**src/rtl/fsp_pkg.sv**
```systemverilog
package fsp_pkg;

  // Divider field widths
  localparam int MDIV_W = 3;
  localparam int SDIV_W = 2;
  localparam int RATE_W = 2;

  typedef struct packed {
    logic [MDIV_W-1:0] mdiv;
    logic [SDIV_W-1:0] sdiv;
    logic [RATE_W-1:0] rate;
  } fsp_cfg_t;

  localparam fsp_cfg_t CFG_RESET = '{mdiv: '0, sdiv: '0, rate: '0};

endpackage

```
**src/rtl/fsp_clkgen.sv**
```systemverilog
module fsp_clkgen
  import fsp_pkg::*;
#(
  parameter int RATE_BASE_LOG2 = 8
) (
  input  logic     clk,
  input  logic     rst_n,
  input  logic     run,
  input  fsp_cfg_t cfg,
  output logic     ser_clk,
  output logic     rise_ev,
  output logic     fall_ev,
  output logic     rate_stb
);

  localparam int HALF_W = (1 << SDIV_W);
  localparam int RCNT_W = RATE_BASE_LOG2 + (1 << RATE_W) - 1;

  logic [MDIV_W-1:0] pre_q, pre_d;
  logic [HALF_W-1:0] half_q, half_d, half_lim;
  logic [RCNT_W-1:0] rate_q, rate_d, rate_lim;
  logic              sclk_q, sclk_d;
  logic              tick, toggle;

  always_comb begin
    half_lim = HALF_W'((32'(1) << cfg.sdiv) - 1);
    rate_lim = RCNT_W'((32'(1) << (RATE_BASE_LOG2 + int'(cfg.rate))) - 1);
    tick     = (pre_q >= cfg.mdiv);
    toggle   = tick && (half_q >= half_lim);
    pre_d    = pre_q;
    half_d   = half_q;
    sclk_d   = sclk_q;
    rate_d   = rate_q;
    if (!run) begin
      pre_d  = '0;
      half_d = '0;
      sclk_d = 1'b0;
      rate_d = '0;
    end else begin
      pre_d = tick ? '0 : pre_q + MDIV_W'(1);
      if (tick) begin
        half_d = toggle ? '0 : half_q + HALF_W'(1);
      end
      if (toggle) begin
        sclk_d = !sclk_q;
      end
      rate_d = (rate_q >= rate_lim) ? '0 : rate_q + RCNT_W'(1);
    end
  end

  always_ff @(posedge clk or negedge rst_n) begin
    if (!rst_n) begin
      pre_q  <= '0;
      half_q <= '0;
      sclk_q <= 1'b0;
      rate_q <= '0;
    end else begin
      pre_q  <= pre_d;
      half_q <= half_d;
      sclk_q <= sclk_d;
      rate_q <= rate_d;
    end
  end

  assign ser_clk  = sclk_q;
  assign rise_ev  = run && toggle && !sclk_q;
  assign fall_ev  = run && toggle && sclk_q;
  assign rate_stb = run && (rate_q >= rate_lim);

endmodule

```
**src/rtl/fsp_tx.sv**
```systemverilog
module fsp_tx #(
  parameter int WORD_W = 16
) (
  input  logic              clk,
  input  logic              rst_n,
  input  logic              run,
  input  logic              rise_ev,
  input  logic              rate_stb,
  input  logic [WORD_W-1:0] tx_word,
  output logic              tx_dat,
  output logic              tx_dat_oe,
  output logic              tx_sync,
  output logic              tx_sync_oe
);

  localparam int CNT_W = $clog2(WORD_W + 1);

  logic              pend_q, pend_d;
  logic              fs_q, fs_d;
  logic              act_q, act_d;
  logic              bit_q, bit_d;
  logic [CNT_W-1:0]  left_q, left_d;
  logic [WORD_W-1:0] shr_q, shr_d;
  logic              busy;

  always_comb begin
    pend_d = pend_q;
    fs_d   = fs_q;
    act_d  = act_q;
    bit_d  = bit_q;
    left_d = left_q;
    shr_d  = shr_q;
    busy   = pend_q || fs_q || act_q;
    if (!run) begin
      pend_d = 1'b0;
      fs_d   = 1'b0;
      act_d  = 1'b0;
      bit_d  = 1'b0;
      left_d = '0;
    end else begin
      if (rise_ev) begin
        fs_d   = pend_q;
        pend_d = 1'b0;
        if (fs_q || (act_q && (left_q != '0))) begin
          act_d  = 1'b1;
          bit_d  = shr_q[WORD_W-1];
          shr_d  = {shr_q[WORD_W-2:0], 1'b0};
          left_d = fs_q ? CNT_W'(WORD_W - 1) : left_q - CNT_W'(1);
        end else begin
          act_d = 1'b0;
          bit_d = 1'b0;
        end
      end
      if (rate_stb && !busy) begin
        pend_d = 1'b1;
        shr_d  = tx_word;
      end
    end
  end

  always_ff @(posedge clk or negedge rst_n) begin
    if (!rst_n) begin
      pend_q <= 1'b0;
      fs_q   <= 1'b0;
      act_q  <= 1'b0;
      bit_q  <= 1'b0;
      left_q <= '0;
      shr_q  <= '0;
    end else begin
      pend_q <= pend_d;
      fs_q   <= fs_d;
      act_q  <= act_d;
      bit_q  <= bit_d;
      left_q <= left_d;
      shr_q  <= shr_d;
    end
  end

  assign tx_dat     = bit_q;
  assign tx_dat_oe  = run && act_q;
  assign tx_sync    = fs_q;
  assign tx_sync_oe = run;

endmodule

```
**src/rtl/fsp_rx.sv**
```systemverilog
module fsp_rx #(
  parameter int WORD_W = 16
) (
  input  logic              clk,
  input  logic              rst_n,
  input  logic              run,
  input  logic              fall_ev,
  input  logic              rx_dat,
  input  logic              rx_sync,
  output logic [WORD_W-1:0] rx_word,
  output logic              rx_valid
);

  localparam int CNT_W = $clog2(WORD_W + 1);

  logic [CNT_W-1:0]  left_q, left_d;
  logic [WORD_W-1:0] shr_q, shr_d;
  logic [WORD_W-1:0] word_q, word_d;
  logic              vld_q, vld_d;

  always_comb begin
    left_d = left_q;
    shr_d  = shr_q;
    word_d = word_q;
    vld_d  = 1'b0;
    if (!run) begin
      left_d = '0;
    end else if (fall_ev) begin
      if (left_q != '0) begin
        shr_d  = {shr_q[WORD_W-2:0], rx_dat};
        left_d = left_q - CNT_W'(1);
        if (left_q == CNT_W'(1)) begin
          word_d = {shr_q[WORD_W-2:0], rx_dat};
          vld_d  = 1'b1;
        end
      end else if (rx_sync) begin
        left_d = CNT_W'(WORD_W);
      end
    end
  end

  always_ff @(posedge clk or negedge rst_n) begin
    if (!rst_n) begin
      left_q <= '0;
      shr_q  <= '0;
      word_q <= '0;
      vld_q  <= 1'b0;
    end else begin
      left_q <= left_d;
      shr_q  <= shr_d;
      word_q <= word_d;
      vld_q  <= vld_d;
    end
  end

  assign rx_word  = word_q;
  assign rx_valid = vld_q;

endmodule

```
**src/rtl/framed_serial_port.sv**
```systemverilog
module framed_serial_port
  import fsp_pkg::*;
#(
  parameter int WORD_W         = 16,
  parameter int RATE_BASE_LOG2 = 8,
  parameter int SYNC_STAGES    = 2
) (
  input  logic              clk,
  input  logic              rst_n,
  input  logic              host_en,
  input  logic              cfg_we,
  input  logic [MDIV_W-1:0] cfg_mdiv,
  input  logic [SDIV_W-1:0] cfg_sdiv,
  input  logic [RATE_W-1:0] cfg_rate,
  input  logic [WORD_W-1:0] tx_word,
  input  logic              rx_dat,
  input  logic              rx_sync,
  output logic              ser_clk,
  output logic              tx_dat,
  output logic              tx_dat_oe,
  output logic              tx_sync,
  output logic              tx_sync_oe,
  output logic              rate_stb,
  output logic [WORD_W-1:0] rx_word,
  output logic              rx_valid
);

  logic [1:0]             rst_pipe;
  logic                   rst_int_n;
  logic [SYNC_STAGES-1:0] en_pipe;
  logic                   run;
  fsp_cfg_t               cfg_q, cfg_d;
  logic                   rise_ev, fall_ev;

  // Reset asserts at once and is released on a clock edge
  always_ff @(posedge clk or negedge rst_n) begin
    if (!rst_n) rst_pipe <= '0;
    else        rst_pipe <= {rst_pipe[0], 1'b1};
  end
  assign rst_int_n = rst_pipe[1];

  // Enable synchronizer
  always_ff @(posedge clk or negedge rst_int_n) begin
    if (!rst_int_n) en_pipe <= '0;
    else            en_pipe <= {en_pipe[SYNC_STAGES-2:0], host_en};
  end
  assign run = en_pipe[SYNC_STAGES-1];

  // Divider settings, kept while the port is disabled
  always_comb begin
    cfg_d = '{mdiv: cfg_mdiv, sdiv: cfg_sdiv, rate: cfg_rate};
  end

  always_ff @(posedge clk or negedge rst_int_n) begin
    if (!rst_int_n)  cfg_q <= CFG_RESET;
    else if (cfg_we) cfg_q <= cfg_d;
  end

  fsp_clkgen #(.RATE_BASE_LOG2(RATE_BASE_LOG2)) clkgen_i (
    .clk      (clk),
    .rst_n    (rst_int_n),
    .run      (run),
    .cfg      (cfg_q),
    .ser_clk  (ser_clk),
    .rise_ev  (rise_ev),
    .fall_ev  (fall_ev),
    .rate_stb (rate_stb)
  );

  fsp_tx #(.WORD_W(WORD_W)) tx_i (
    .clk        (clk),
    .rst_n      (rst_int_n),
    .run        (run),
    .rise_ev    (rise_ev),
    .rate_stb   (rate_stb),
    .tx_word    (tx_word),
    .tx_dat     (tx_dat),
    .tx_dat_oe  (tx_dat_oe),
    .tx_sync    (tx_sync),
    .tx_sync_oe (tx_sync_oe)
  );

  fsp_rx #(.WORD_W(WORD_W)) rx_i (
    .clk      (clk),
    .rst_n    (rst_int_n),
    .run      (run),
    .fall_ev  (fall_ev),
    .rx_dat   (rx_dat),
    .rx_sync  (rx_sync),
    .rx_word  (rx_word),
    .rx_valid (rx_valid)
  );

endmodule

```
**config.mk**
```make
export PLATFORM = sky130hd
export DESIGN_NAME = framed_serial_port
export DESIGN_NICKNAME = d
export VERILOG_FILES = /design/src/rtl/fsp_pkg.sv /design/src/rtl/fsp_clkgen.sv /design/src/rtl/fsp_tx.sv /design/src/rtl/fsp_rx.sv /design/src/rtl/framed_serial_port.sv
export SDC_FILE = /design/constraint.sdc
export NUM_CORES = 1
export LEC_CHECK = 0
export CORE_AREA = 5 5 105 107
export CTS_CLUSTER_DIAMETER = 120
export DETAILED_ROUTE_END_ITERATION = 6
export DIE_AREA = 0 0 110 112
export DONT_BUFFER_PORTS = 1
export SLEW_MARGIN = 25
export SYNTH_ARGS = -nofsm -noshare
export SYNTH_HDL_FRONTEND = slang
export SYNTH_SLANG_ARGS = --single-unit
```
**constraint.sdc**
```tcl
create_clock -name clk -period 2.8 [get_ports clk]
set_clock_uncertainty 0.05 [all_clocks]
set_input_delay 0.42 -clock clk [delete_from_list [all_inputs] [get_ports clk]]
set_output_delay 0.42 -clock clk [all_outputs]
set_load 0.005 [all_outputs]
```
==> results.yml <==
logic_synthesis:
  synth_compound_area_share_pct: 13.7
  postSynth.asyncResetShare_pct: 100
  synth.lib_cells_used.distinct: 48
  synth.ff_latch_count: 92
  syn_area_per_cell_um2: 11.4
  post_synth_xor_area_fraction_pct: 2.41
  synth_cells: 381
  yosys-mux-area-fraction_pct: 9.89
  combinational_family_with_the_most_area_after_synthesis: "compound AO/OA/AOI/OAI gates"
  synth-simple-area-share_pct: 12.6
  yosys.area_share.adder_pct: 4.89
  synth-edff-count: 0
  ys_dominant_reg_cell: "sky130_fd_sc_hd__dfrtp_1"
  post_synth_instance_area_um2: 4350
  ys_seq_area_share_pct: 52.9
  number_of_warnings_issued_by_yosys: 0
timing:
  setup_viol: 0
  setup_total_negative_slack_ps: 0
  clock.fmax_mhz: 371
  final-max-slew-violation-count: 0
  tightest_slew_ps: 575
  timing.hold.ws_ps: 104
  worst_slew_margin_rel_pct: 61.7
  min_period_over_period_pct: 96.3
  post-route-min-period_ps: 2700
  hold_viol_final: 0
  grt_setup_unrepaired: "false"
die:
  floorplan.rows: 37
  core_area_um2: 10000
  die_y_um: 112
  die_area_um2: 12300
  num_io_pins: 52
  dieWidth_um: 110
  initial_core_util_pct: 43.3
setup_path:
  startpoint: "cfg_q[3]"
  critical_path.reg2reg.startpoint: "cfg_q[3]"
  worstSetupEndpoint: "rx_i.rx_word[4]"
  critPathArrivalTime_ps: 2900
  critical_path_class: "reg -> reg"
  rr_endpoint: "rx_i.rx_word[4]"
  critical_path.startpoint_type: "register"
  reg2reg_setup_slack_ps: 100
  worst-path-max-fanout: 16
  r2r.worst_path.cells: 8
  cp-end-kind: "register"
  worst_ep_required_time_ps: 3000
placed_design:
  routability_congestion: 0.774
  buffer_ports.inserted: 0
  dp_cells: 511
  detailedPlacementHpwl_um: 5520
routing:
  drt.antenna.violating_nets: 0
  met3_wirelength_um: 510
  routedLengthMet1_um: 3910
  detail_route.drc_violations: 0
  maxUsedRoutingLayer: "met4"
  met2_length_um: 3700
  drt_iter0_drc: 106
  detail_route.first_pass.iterations: 4
  route.final.wire_length_um: 8210
  route.detailed.vias_per_inst: 5.40
  via_count: 2854
  wl_per_cell_um: 15.5
cells_and_area:
  final_util_pct: 48.3
  finish.net_count: 434
  syn2layout_area_growth_pct: 11.5
  final_standard_cell_count_with_taps_included_and_fillers_excluded: 529
  drive_above_1_share_pct: 19.1
  num_antenna_cells: 0
clock_tree:
  cts_htree_levels: 3
  clk_pin_slew_worst_paths_ps: 90
  clock_path_buffers: 2
  numCtsBuffers: 9
  cts_sinks: 92
  root_buffer: "sky130_fd_sc_hd__clkbuf_8"
  worstSkewPairLatency_ps: 360
  tritoncts: "yes"
  post-cts-setup-buffer-count: 0
grt:
  grt_overflow_total: 0
  number_of_antenna_violations_at_the_first_check_in_global_routing: 0
  global_route.usage.total_pct: 14.4
  maximum_number_of_pins_on_one_net_before_global_route_repair: 48
  grt_pass1_vias: 2934
  wire_length_of_the_first_global_routing_pass_um: 14400
power_and_ir_drop:
  cellPowerDensity_nw_per_um2: 575
  report.power.total_mw: 2.79
  vdd_ir_drop_max_mv: 0.320
  leakage_nw: 2.24
job:
  max-cap-violations: 0
min_path:
  hold_path_class: "in -> reg"
status:
  run_status: "complete, no violations"
==> power breakdown <==
group	switching [mW]	total, mW	internal (mW)
Sequential	0.0414	1.40	1.36
Clock	0.492	1.12	0.627
Combinational	0.154	0.268	0.114
Total	0.687	2.79	2.10
==> cells in the final DEF, fill, tap and decap left out, types with 11 or more instances in the layout <==
master and n:
sky130_fd_sc_hd__buf_4 11, sky130_fd_sc_hd__a2bb2oi_1 15, sky130_fd_sc_hd__nor2_1 27, sky130_fd_sc_hd__nand3_1 14, sky130_fd_sc_hd__ha_1 17, sky130_fd_sc_hd__o21ai_0 25, sky130_fd_sc_hd__mux2_2 24, sky130_fd_sc_hd__dfrtp_1 91
sky130_fd_sc_hd__inv_1 15, sky130_fd_sc_hd__a41oi_1 15, sky130_fd_sc_hd__nand2_1 29
==> flip-flops by register name (all words and copies together), names as in the netlist <==
name and cells:
rx_i.rx_word 16, tx_i.shr_q 16, rx_i.shr_q 15, clkgen_i.rate_q 11
cfg_q 7, rx_i.left_q 5, tx_i.left_q 5, clkgen_i.half_q 4
clkgen_i.pre_q 3, en_pipe 2, rst_pipe 2, clkgen_i.ser_clk 1
rx_i.rx_valid 1, tx_i.act_q 1, tx_i.pend_q 1, tx_i.tx_dat 1
tx_i.tx_sync 1
==> through the flow <==
stage | instance area, um2 | setup WS, ps
floorplan | 4360 | 65.3
global placement | 4580 | 129
detailed placement | 4580 | 106
CTS | 4840 | 89.6
global route | 4850 | 1.84
finish | 4850 | 104
==> critical path, stage by stage (launching register included) <==
cell and delay (ps):
sky130_fd_sc_hd__dfrtp_1 400, sky130_fd_sc_hd__or2_2 300, sky130_fd_sc_hd__ha_1 260, sky130_fd_sc_hd__nand2b_1 90, sky130_fd_sc_hd__a2111oi_1 90, sky130_fd_sc_hd__or4b_4 560
sky130_fd_sc_hd__nor4_4 280, sky130_fd_sc_hd__buf_12 210, sky130_fd_sc_hd__mux2_2 340
==> synth_stat cells, types with 2 or more instances <==
master	count	area (um2)
sky130_fd_sc_hd__and3_1	4	25.0
sky130_fd_sc_hd__o311ai_0	3	26.3
sky130_fd_sc_hd__nor4_1	3	18.8
sky130_fd_sc_hd__o211ai_1	3	22.5
sky130_fd_sc_hd__inv_1	15	56.3
sky130_fd_sc_hd__xor2_1	5	43.8
sky130_fd_sc_hd__nand3_1	14	70.1
sky130_fd_sc_hd__nor3_1	2	10.0
sky130_fd_sc_hd__clkbuf_1	16	60.1
sky130_fd_sc_hd__xnor2_1	7	61.3
sky130_fd_sc_hd__o21ai_0	25	125
sky130_fd_sc_hd__o22ai_1	2	12.5
sky130_fd_sc_hd__mux2_4	10	150
sky130_fd_sc_hd__nand2b_1	2	12.5
sky130_fd_sc_hd__nand4b_1	2	17.5
sky130_fd_sc_hd__a21oi_1	8	40.0
sky130_fd_sc_hd__a21boi_0	2	15.0
sky130_fd_sc_hd__a41oi_1	15	131
sky130_fd_sc_hd__or4_1	2	15.0
sky130_fd_sc_hd__o21a_1	2	15.0
sky130_fd_sc_hd__or3_1	3	18.8
sky130_fd_sc_hd__a2bb2oi_1	15	131
sky130_fd_sc_hd__nand3b_1	3	22.5
sky130_fd_sc_hd__buf_2	2	10.0
sky130_fd_sc_hd__a21o_1	2	15.0
sky130_fd_sc_hd__a31oi_1	2	12.5
sky130_fd_sc_hd__nand2_1	29	109
sky130_fd_sc_hd__or4b_1	2	20.0
sky130_fd_sc_hd__mux2_2	24	270
sky130_fd_sc_hd__nor2_1	27	101
sky130_fd_sc_hd__or2_2	2	12.5
sky130_fd_sc_hd__buf_6	2	22.5
sky130_fd_sc_hd__and2_1	3	18.8
sky130_fd_sc_hd__o221a_2	2	22.5
sky130_fd_sc_hd__dfrtp_1	92	2300
sky130_fd_sc_hd__ha_1	17	213
==> cell type report <==
| cell class | count | area (um2) |
|---|---|---|
| fillers | 923 | 5190 |
| flip-flops and latches | 92 | 2310 |
| multi-input cells | 254 | 1910 |
| well taps | 136 | 170 |
| repair buffers | 16 | 163 |
| clock buffers | 10 | 138 |
| clock inverters | 6 | 116 |
| inverters | 15 | 56.3 |
==> kinds of logic (layout without fill, tap and decap cells) <==
logic type      count (synthesis)  count (layout)
compound gates                 84              84
xor+xnor                       12              12
fa+ha+maj                      17              17
buf+inv                        36              47
flops                          92              92
mux                            35              35
other cells                     1               2
simple gates                  104             104
==> layer usage <==
metal | global-route usage (%) | up-vias
li1 | - | 1392
met1 | 19.8 | 1394
met2 | 21.5 | 57
met3 | 5.10 | 11
met4 | 4.41 | 0
met5 | 0 | -
==> what timing repair did <==
| action | 4_1_cts | 5_1_grt |
|---|---|---|
| hold buffers | 1 | 1 |
| gates resized for setup | 0 | 1 |
| setup endpoints to repair | 0 | 1 |
| hold endpoints to repair | 2 | 1 |
==> worst min-delay path by stage <==
stage	to	slack, ps	start	cells past startpoint
detailed placement	rst_pipe[0]	70	rst_n	0
global route	cfg_q[3]	80	cfg_we	1
global placement	rst_pipe[0]	70	rst_n	0
finish	cfg_q[6]	100	cfg_we	1
floorplan	rst_pipe[0]	70	rst_n	0
CTS	en_pipe[0]	10	host_en	0
Note: power is estimated with default switching activity, not from simulation.
